<file path="src/rtl/seq_pkg.sv">
package seq_pkg;
  typedef enum logic [2:0] {
    ST_IDLE   = 3'd0,
    ST_ASSERT = 3'd1,
    ST_WAIT   = 3'd2,
    ST_SAMPLE = 3'd3,
    ST_TERM   = 3'd4
  } seq_state_t;
endpackage

</file>
<file path="src/rtl/seq_ref_edges.sv">
module seq_ref_edges #(
  parameter int SYNC_STAGES = 2
) (
  input  logic clk,
  input  logic rst_n,
  input  logic ref_clk,
  output logic ref_rise,
  output logic ref_fall
);
  localparam int CHAIN_W = SYNC_STAGES + 1;

  logic [CHAIN_W-1:0] chain_q;

  // synchronizer stages followed by one history flop for edge detection
  always_ff @(posedge clk or negedge rst_n) begin
    if (!rst_n) chain_q <= '0;
    else        chain_q <= {chain_q[CHAIN_W-2:0], ref_clk};
  end

  assign ref_rise = chain_q[CHAIN_W-2] & ~chain_q[CHAIN_W-1];
  assign ref_fall = ~chain_q[CHAIN_W-2] & chain_q[CHAIN_W-1];

  // an edge pulse lasts exactly one fast cycle
  a_r2_single_pulse: assert property (@(posedge clk) disable iff (!rst_n)
    ref_rise |=> !ref_rise);
endmodule

</file>
<file path="src/rtl/seq_arbiter.sv">
module seq_arbiter (
  input  logic clk,
  input  logic rst_n,
  input  logic ref_rise,
  input  logic ref_fall,
  input  logic ext_br_n,
  input  logic ext_bgack_n,
  input  logic bus_free,
  output logic gnt
);
  logic br_s_q, bgack_s_q, gnt_q;
  logic br_s_d, bgack_s_d, gnt_d;

  always_comb begin
    br_s_d    = br_s_q;
    bgack_s_d = bgack_s_q;
    if (ref_fall) begin
      br_s_d    = ~ext_br_n;
      bgack_s_d = ~ext_bgack_n;
    end
  end

  always_comb begin
    gnt_d = gnt_q;
    if (ref_rise) begin
      if (!gnt_q && br_s_q && bus_free)   gnt_d = 1'b1;
      else if (gnt_q && !br_s_q && !bgack_s_q) gnt_d = 1'b0;
    end
  end

  always_ff @(posedge clk or negedge rst_n) begin
    if (!rst_n) begin
      br_s_q    <= 1'b0;
      bgack_s_q <= 1'b0;
      gnt_q     <= 1'b0;
    end else begin
      br_s_q    <= br_s_d;
      bgack_s_q <= bgack_s_d;
      gnt_q     <= gnt_d;
    end
  end

  assign gnt = gnt_q;

  // a grant only appears on a recognized rising edge
  a_r10_grant_on_rise: assert property (@(posedge clk) disable iff (!rst_n)
    $rose(gnt_q) |-> $past(ref_rise));
  // the grant holds while the external master acknowledges it
  a_r11_grant_held: assert property (@(posedge clk) disable iff (!rst_n)
    (gnt_q && bgack_s_q) |=> gnt_q);
endmodule

</file>
<file path="src/rtl/seq_cycle_fsm.sv">
module seq_cycle_fsm
  import seq_pkg::*;
(
  input  logic clk,
  input  logic rst_n,
  input  logic ref_rise,
  input  logic ref_fall,
  input  logic cpu_as_n,
  input  logic mb_dtack_n,
  input  logic gnt,
  output logic bus_free,
  output logic active,
  output logic ds_late_ok,
  output logic ack
);
  seq_state_t st_q, st_d;
  logic as_s_q, as_s_d;
  logic dtk_s_q, dtk_s_d;
  logic ds_on_q, ds_on_d;
  logic done_q, done_d;
  logic ack_q, ack_d;

  // capture on reference falling edges; a released strobe clears at once
  always_comb begin
    as_s_d  = as_s_q;
    dtk_s_d = dtk_s_q;
    if (cpu_as_n)      as_s_d = 1'b0;
    else if (ref_fall) as_s_d = 1'b1;
    if (ref_fall)      dtk_s_d = ~mb_dtack_n;
  end

  always_comb begin
    st_d    = st_q;
    ds_on_d = ds_on_q;
    done_d  = done_q;
    unique case (st_q)
      ST_IDLE:   if (ref_rise && as_s_q && !gnt) st_d = ST_ASSERT;
      ST_ASSERT: begin
        if (ref_rise) st_d = ST_WAIT;
        if (ref_fall) ds_on_d = 1'b1;
      end
      ST_WAIT:   if (ref_rise) st_d = dtk_s_q ? ST_TERM : ST_SAMPLE;
      ST_SAMPLE: if (ref_rise && dtk_s_q) st_d = ST_TERM;
      ST_TERM: begin
        if (ref_fall) done_d = 1'b1;
        if (done_q && cpu_as_n) st_d = ST_IDLE;
      end
      default:   st_d = ST_IDLE;
    endcase
    if (st_d == ST_IDLE) begin
      ds_on_d = 1'b0;
      done_d  = 1'b0;
    end
  end

  always_comb ack_d = ~cpu_as_n & (done_q | (st_q == ST_TERM && ref_fall));

  always_ff @(posedge clk or negedge rst_n) begin
    if (!rst_n) begin
      st_q    <= ST_IDLE;
      as_s_q  <= 1'b0;
      dtk_s_q <= 1'b0;
      ds_on_q <= 1'b0;
      done_q  <= 1'b0;
      ack_q   <= 1'b0;
    end else begin
      st_q    <= st_d;
      as_s_q  <= as_s_d;
      dtk_s_q <= dtk_s_d;
      ds_on_q <= ds_on_d;
      done_q  <= done_d;
      ack_q   <= ack_d;
    end
  end

  assign bus_free   = (st_q == ST_IDLE) && !as_s_q;
  assign active     = (st_q != ST_IDLE) && !done_q;
  assign ds_late_ok = ds_on_q;
  assign ack        = ack_q;

  // leaving idle needs a recognized rising edge
  a_r3_start_on_rise: assert property (@(posedge clk) disable iff (!rst_n)
    (st_q == ST_IDLE && !ref_rise) |=> st_q == ST_IDLE);
  // the first edge is always followed by the wait state
  a_r4_wait_state: assert property (@(posedge clk) disable iff (!rst_n)
    (st_q == ST_ASSERT) |=> (st_q == ST_ASSERT || st_q == ST_WAIT));
  // the processor acknowledge starts on a falling reference edge
  a_r6_end_on_fall: assert property (@(posedge clk) disable iff (!rst_n)
    $rose(ack_q) |-> $past(ref_fall));
  // a released processor strobe drops the acknowledge next cycle
  a_r9_ack_release: assert property (@(posedge clk) disable iff (!rst_n)
    cpu_as_n |=> !ack_q);
endmodule

</file>
<file path="src/rtl/bus_cycle_seq.sv">
module bus_cycle_seq #(
  parameter int SYNC_STAGES = 2,
  parameter bit WR_DS_DELAY = 1'b1
) (
  input  logic clk,
  input  logic rst_n,
  input  logic ref_clk,
  input  logic cpu_as_n,
  input  logic cpu_uds_n,
  input  logic cpu_lds_n,
  input  logic cpu_rw,
  output logic cpu_dtack_n,
  output logic mb_as_n,
  output logic mb_uds_n,
  output logic mb_lds_n,
  output logic mb_rw,
  input  logic mb_dtack_n,
  input  logic ext_br_n,
  input  logic ext_bgack_n,
  output logic ext_bg_n,
  output logic strobe_oe
);
  logic [1:0] rst_q;
  logic rst_i_n;
  logic ref_rise, ref_fall;
  logic bus_free, active, ds_late_ok, ack, gnt, ds_gate;

  // asynchronous assertion, synchronous release
  always_ff @(posedge clk or negedge rst_n) begin
    if (!rst_n) rst_q <= 2'b00;
    else        rst_q <= {rst_q[0], 1'b1};
  end
  assign rst_i_n = rst_q[1];

  seq_ref_edges #(.SYNC_STAGES(SYNC_STAGES)) u_edges (
    .clk(clk), .rst_n(rst_i_n), .ref_clk(ref_clk),
    .ref_rise(ref_rise), .ref_fall(ref_fall)
  );

  seq_cycle_fsm u_fsm (
    .clk(clk), .rst_n(rst_i_n), .ref_rise(ref_rise), .ref_fall(ref_fall),
    .cpu_as_n(cpu_as_n), .mb_dtack_n(mb_dtack_n), .gnt(gnt),
    .bus_free(bus_free), .active(active), .ds_late_ok(ds_late_ok), .ack(ack)
  );

  seq_arbiter u_arb (
    .clk(clk), .rst_n(rst_i_n), .ref_rise(ref_rise), .ref_fall(ref_fall),
    .ext_br_n(ext_br_n), .ext_bgack_n(ext_bgack_n), .bus_free(bus_free),
    .gnt(gnt)
  );

  generate
    if (WR_DS_DELAY) begin : g_wr_late
      assign ds_gate = cpu_rw | ds_late_ok;
    end else begin : g_wr_early
      assign ds_gate = 1'b1;
    end
  endgenerate

  assign mb_as_n     = ~active;
  assign mb_uds_n    = ~(active & ds_gate & ~cpu_uds_n);
  assign mb_lds_n    = ~(active & ds_gate & ~cpu_lds_n);
  assign mb_rw       = active ? cpu_rw : 1'b1;
  assign cpu_dtack_n = ~ack;
  assign ext_bg_n    = ~gnt;
  assign strobe_oe   = ~gnt;

  // with drivers released no motherboard strobe is asserted
  a_r11_quiet_when_granted: assert property (@(posedge clk) disable iff (!rst_i_n)
    !strobe_oe |-> (mb_as_n && mb_uds_n && mb_lds_n));
endmodule

</file>
<file path="config.mk">
export PLATFORM = sky130hd
export DESIGN_NAME = bus_cycle_seq
export DESIGN_NICKNAME = d
export VERILOG_FILES = /design/src/rtl/seq_pkg.sv /design/src/rtl/seq_ref_edges.sv /design/src/rtl/seq_arbiter.sv /design/src/rtl/seq_cycle_fsm.sv /design/src/rtl/bus_cycle_seq.sv
export SDC_FILE = /design/constraint.sdc
export NUM_CORES = 1
export LEC_CHECK = 0
export BUFFER_PORTS_ARGS = -buffer_cell sky130_fd_sc_hd__buf_2
export CORE_MARGIN = 2
export CORE_UTILIZATION = 49
export CTS_CLUSTER_DIAMETER = 200
export DETAILED_ROUTE_END_ITERATION = 7
export GPL_TIMING_DRIVEN = 0
export MAX_ROUTING_LAYER = met4
export PLACE_DENSITY = 0.73
export RECOVER_POWER = 50
export SLEW_MARGIN = 10
export SYNTH_ARGS = -nofsm -noshare
export SYNTH_HDL_FRONTEND = slang
export SYNTH_SLANG_ARGS = --single-unit
</file>
<file path="constraint.sdc">
create_clock -name clk -period 1.4 [get_ports clk]
set_input_delay 0.07 -clock clk [delete_from_list [all_inputs] [get_ports clk]]
set_output_delay 0.07 -clock clk [all_outputs]
set_load 0.05 [all_outputs]
</file>
-- Yosys cells after proc, flatten, opt, wreduce, memory -nomap -nowiden
Cells that the tools add are included.
Widths: inputs -> output; s select.
- memories kept: 0
- bits of input ports: 10
- latch bits: 0
- memory bits (writable): 0
- memory bits (read-only): 0
- register bits after elaboration: 16
- word-level logic and storage cells: 79
- shifts and indexed selects: 0
- eq/ne operators: 4
- muxes and demuxes: 16
- add/subtract/negate cells: 0
- multiply operators: 0
- div/mod/pow operators: 0
- bitwise operators: 21
- $lt $le $gt $ge: 0
- reductions and logical operators: 27
- operators with widths (cell ; number):
    $mux 3 ; 6
    $pmux 3 s5 ; 1
    $not 1->1 ; 13
    $logic_and 1x1->1 ; 11
    $reduce_bool 2->1 ; 5
    $mux 1 ; 9
    $and 1x1->1 ; 6
    $eq 3x2->1 const B ; 2
    $logic_not 3->1 ; 2
    $reduce_and 2->1 ; 3
    $logic_not 1->1 ; 5
    $eq 3x1->1 const B ; 1
    $eq 3x3->1 const B ; 1
    $reduce_bool 3->1 ; 1
    $or 1x1->1 ; 2

-- Depth between registers and ports, before layout
- depth after elaboration: 9
- mapped depth: 5
- mapped depth without buffers: 4

-- Hierarchy
From an unflattened synthesis, not the netlist that was laid out.
- cell total of the unflattened synthesis: 63
- area, all modules: 694.4 um2
- by module, submodules not included (module ; times used ; area each (um2) ; cells an instance ; seq. area each (um2)):
    seq_cycle_fsm ; 1 ; 386.6 ; 37 ; 200.2
    seq_arbiter ; 1 ; 121.4 ; 10 ; 75.1
    bus_cycle_seq ; 1 ; 96.3 ; 11 ; 50.0
    seq_ref_edges ; 1 ; 90.1 ; 5 ; 75.1

-- Worst setup path before layout
Ideal clock, no wire load.
- kind: flip-flop to output port
- from: register u_fsm.st_q[1]
- to: output port mb_lds_n
- arrival: 1650 ps
- required time: 1330 ps
- setup slack: -320 ps
- buffers on the path: 0
- cell stages (with the launch flop): 5
- cell sequence: dfrtp_1 > nor3_2 > or2_1 > o21bai_1 > or2_1
- cells in the longest elaborated chain, start to end: 5
- ends and longest elaborated chain (element ; RTL line ; RTL):
    start: declaration ; seq_cycle_fsm.sv:16 ; seq_state_t st_q, st_d;
    start signal: assignment ; seq_cycle_fsm.sv:67 ; st_q <= st_d;
    $reduce_bool 3->1 ; seq_cycle_fsm.sv:77 ; assign active = (st_q != ST_IDLE) && !done_q;
    $logic_and 1x1->1 ; seq_cycle_fsm.sv:77 ;
    $and 1x1->1 (2 in series) ; bus_cycle_seq.sv:62 ; assign mb_lds_n = ~(active & ds_gate & ~cpu_lds_n);
    $not 1->1 ; bus_cycle_seq.sv:62 ;
    end: declaration ; bus_cycle_seq.sv:15 ; output logic mb_lds_n,
Every way passes these cells.

-- Worst setup path after layout
- from: register u_fsm.st_q[0]
- to: output port mb_uds_n
- cells in the longest elaborated chain, start to end: 5
- ends and longest elaborated chain (element ; RTL line ; RTL):
    $reduce_bool 3->1 ; seq_cycle_fsm.sv:77 ;
    $logic_and 1x1->1 ; seq_cycle_fsm.sv:77 ;
    $and 1x1->1 (2 in series) ; bus_cycle_seq.sv:61 ; assign mb_uds_n = ~(active & ds_gate & ~cpu_uds_n);
    $not 1->1 ; bus_cycle_seq.sv:61 ;
    end: declaration ; bus_cycle_seq.sv:14 ; output logic mb_uds_n,
Every way passes these cells.

==> flow_metrics.tcl <==
set metrics [dict create \
    outcome "finished, violations left" \
    violations "setup timing" \
    syn_avg_cell_area_um2 10.4 \
    postSynthCellCount 64 \
    tightest_slew_ps 548 \
    layout_common_cells "dfrtp_1, buf_2, buf_4" \
    pwr-share-comb_pct 50.0 \
    top_level_ports 17 \
    fin_util_pct 71.7 \
    cts_buffers 3 \
    synthDistinctLibCells 23 \
    crit_path_top_delay_cell "dfrtp_1" \
    maxCapViolations 0 \
    post-dp-hpwl_um 834 \
    cp_max_fo 3 \
    timing.rr.end "u_fsm.ds_late_ok" \
    nets 105 \
    final_common_cell "dfrtp_1" \
    synth_edf_count 0 \
    die_height_um 40.9 \
    crit_type "flop to output pin" \
    gp_congestion 0.736 \
    fmax_ghz 0.618 \
    critPathCaptureType "output pin" \
    grt_pass1_wl_um 1970 \
    fin_tns_setup_ps -417 \
    crit_chain "nor3_4, or2_4, o21bai_4, or2_1, buf_6" \
    first_global_vias 493 \
    grt_max_degree 15 \
    htreeDepth 1 \
    crit_cells 5 \
    cts_max_path_buffers 2 \
    synthTopCellsByArea "dfrtp_1, a21oi_1, nand2_1" \
    leakagePower_uw 0.000432 \
    wirelength_um 1310 \
    vias 557 \
    initial_core_util_pct 51.8 \
    p_clk_share_pct 14.0 \
    rsz0062_at_grt "true" \
    grt_busiest_layer "met2" \
    crit_start "u_fsm.st_q[0]" \
    post-route-period-util_pct 116 \
    clock-sinks 16 \
    max_stage_delay_ps 410 \
    synth_area_leader_cell "dfrtp_1" \
    route.detailed.drc 0 \
    drtIter0Drc 6 \
    drive_above_1_share_pct 31.2 \
    syn_area_um2 666 \
    grt_util_all_layers_pct 20.0 \
    hold_slack_ps 97.9 \
    drt-pass1-iter-count 2 \
    rr_worst_depth 5 \
    n_antenna_cell 0 \
    die_area_mm2 0.00167 \
    num_rows 13 \
    insertion_delay_ps 280 \
    core_mm2 0.00128 \
    slew_headroom_pct 63.5 \
    synth-seq-cells 16 \
    crit_family "simple AND/OR/NAND/NOR gates" \
    use_met3_pct 4.89 \
    seq_area_frac_synth_pct 60.2 \
    rr_startpoint "u_fsm.st_q[1]" \
    async_flop_share_pct 100 \
    worst_ep_arrival_time_ps 1550 \
    seq_power_share_pct 36.1 \
    dpl_cell_area_um2 767 \
    fp.dieW_um 40.9 \
    grt_util_met1_pct 22.7 \
    switching_share_pct 42.0 \
    slew_violations 0 \
    p_sw_uw 700 \
    antenna_found_initial 0 \
    critical_path_buf_inv_count 1 \
    fin_ws_ps -217 \
    antenna_left 0 \
    powerDensity_mw_per_mm2 1810 \
    gr-total-overflow 0 \
    portBuffers 16 \
    fin_skew_ps 4.53 \
    reg2reg_setup_slack_ps 80 \
    period_needed_ps 1620 \
    ir_worst_vdd_uv 909 \
    syn_to_final_growth_pct 38.3 \
    cts-root-buf "clkbuf_4" \
    viasPerCell 5.16 \
    synthesis.nets 74 \
    clk_pin_slew_ps 80 \
    wl_per_cell_um 12.1 \
    cts_tree "built" \
    gr-usage-met2_pct 30.1 \
    intPower_uw 966 \
    yosysTopAreaCellShare_pct 60.2 \
    worstHoldPathType "primary input to async pin" \
    fillers 95 \
    required_ps 1330 \
    start_kind "flop" \
    setup_violations 3 \
    final_area_um2 921 \
    finalHoldViolCount 0 \
    yosys_warnings 0 \
    synth-main-ff-cell "dfrtp_1" \
]
-- worst max-delay path by stage --
stage,slack [ps],end
after floorplan,-100,mb_lds_n
after global placement,-9,mb_uds_n
after detailed placement,-40,mb_uds_n
after CTS,-230,mb_uds_n
after global routing,-270,mb_uds_n
final,-220,mb_uds_n
-- final cells by class --
| cell class | count | area, um^2 | area share [%] |
|---|---|---|---|
| sequential | 16 | 402 | 43.6 |
| multi-input combinational | 41 | 260 | 28.3 |
| buffer | 1 | 7.51 | 0.815 |
| clock buffer | 3 | 22.5 | 2.45 |
| inverter | 5 | 18.8 | 2.04 |
| tap | 15 | 18.8 | 2.04 |
| timing repair buffer | 27 | 191 | 20.8 |
-- logic make-up (layout without fill, tap and decap cells) --
kind of cell | count (synthesis) | count (layout) | share of synthesized area, %
AO/OA/AOI/OAI | 16 | 16 | 14.5
buffers and inverters | 7 | 36 | 4.70
flip-flops | 16 | 16 | 60.1
other | 1 | 1 | 0.563
AND/OR/NAND/NOR | 24 | 24 | 20.1
-- state kept, by name, summed over array words and instances (netlist names) --
| signal | cells |
|---|---|
| u_arb.br_s_q | 1 |
| u_arb.gnt | 1 |
| u_fsm.dtk_s_q | 1 |
| u_arb.bgack_s_q | 1 |
| u_fsm.done_q | 1 |
| rst_q | 2 |
| u_fsm.ack | 1 |
| u_edges.chain_q | 3 |
| u_fsm.as_s_q | 1 |
| u_fsm.st_q | 3 |
| u_fsm.ds_late_ok | 1 |
-- power by group through the flow --
stage / clock network [uW] / logic, uW / registers (uW)
after global placement: 0 / 672 / 612
final: 233 / 833 / 601
after CTS: 236 / 830 / 585
after floorplan: 0 / 566 / 596
after detailed placement: 0 / 683 / 610
after global routing: 252 / 903 / 612
-- what timing repair did --
item / in CTS / in global routing
hold buffers: 6 / 0
resized for setup: 9 / 2
endpoints found under the setup margin: 5 / 6
hold endpoints to repair: 8 / 0
buffers inserted: 3 / 2
pin swaps: 0 / 2
-- per-layer routing --
layer / up-vias / wire, um
met4: 0 / 25
met5: - / 0
met3: 4 / 48
met2: 15 / 689
li1: 276 / -
met1: 262 / 546
-- Yosys cell counts, drive strengths merged, types with 2 or more instances --
cell and number:
and2b 2, or2 3, dfrtp 16, inv 5, nor3 2, nor2 4, a31oi 2, nand2 6
o21ai 4, a21oi 6, nand2b 3
-- metrics by stage --
step	std cells	power, uW	worst slack [ps]
floorplan	64	1160	-95.8
global placement	95	1280	-9.24
detailed placement	95	1290	-44.8
CTS	107	1650	-226
global route	108	1770	-266
finish	108	1670	-217
Power figures use the tool's default switching activity.
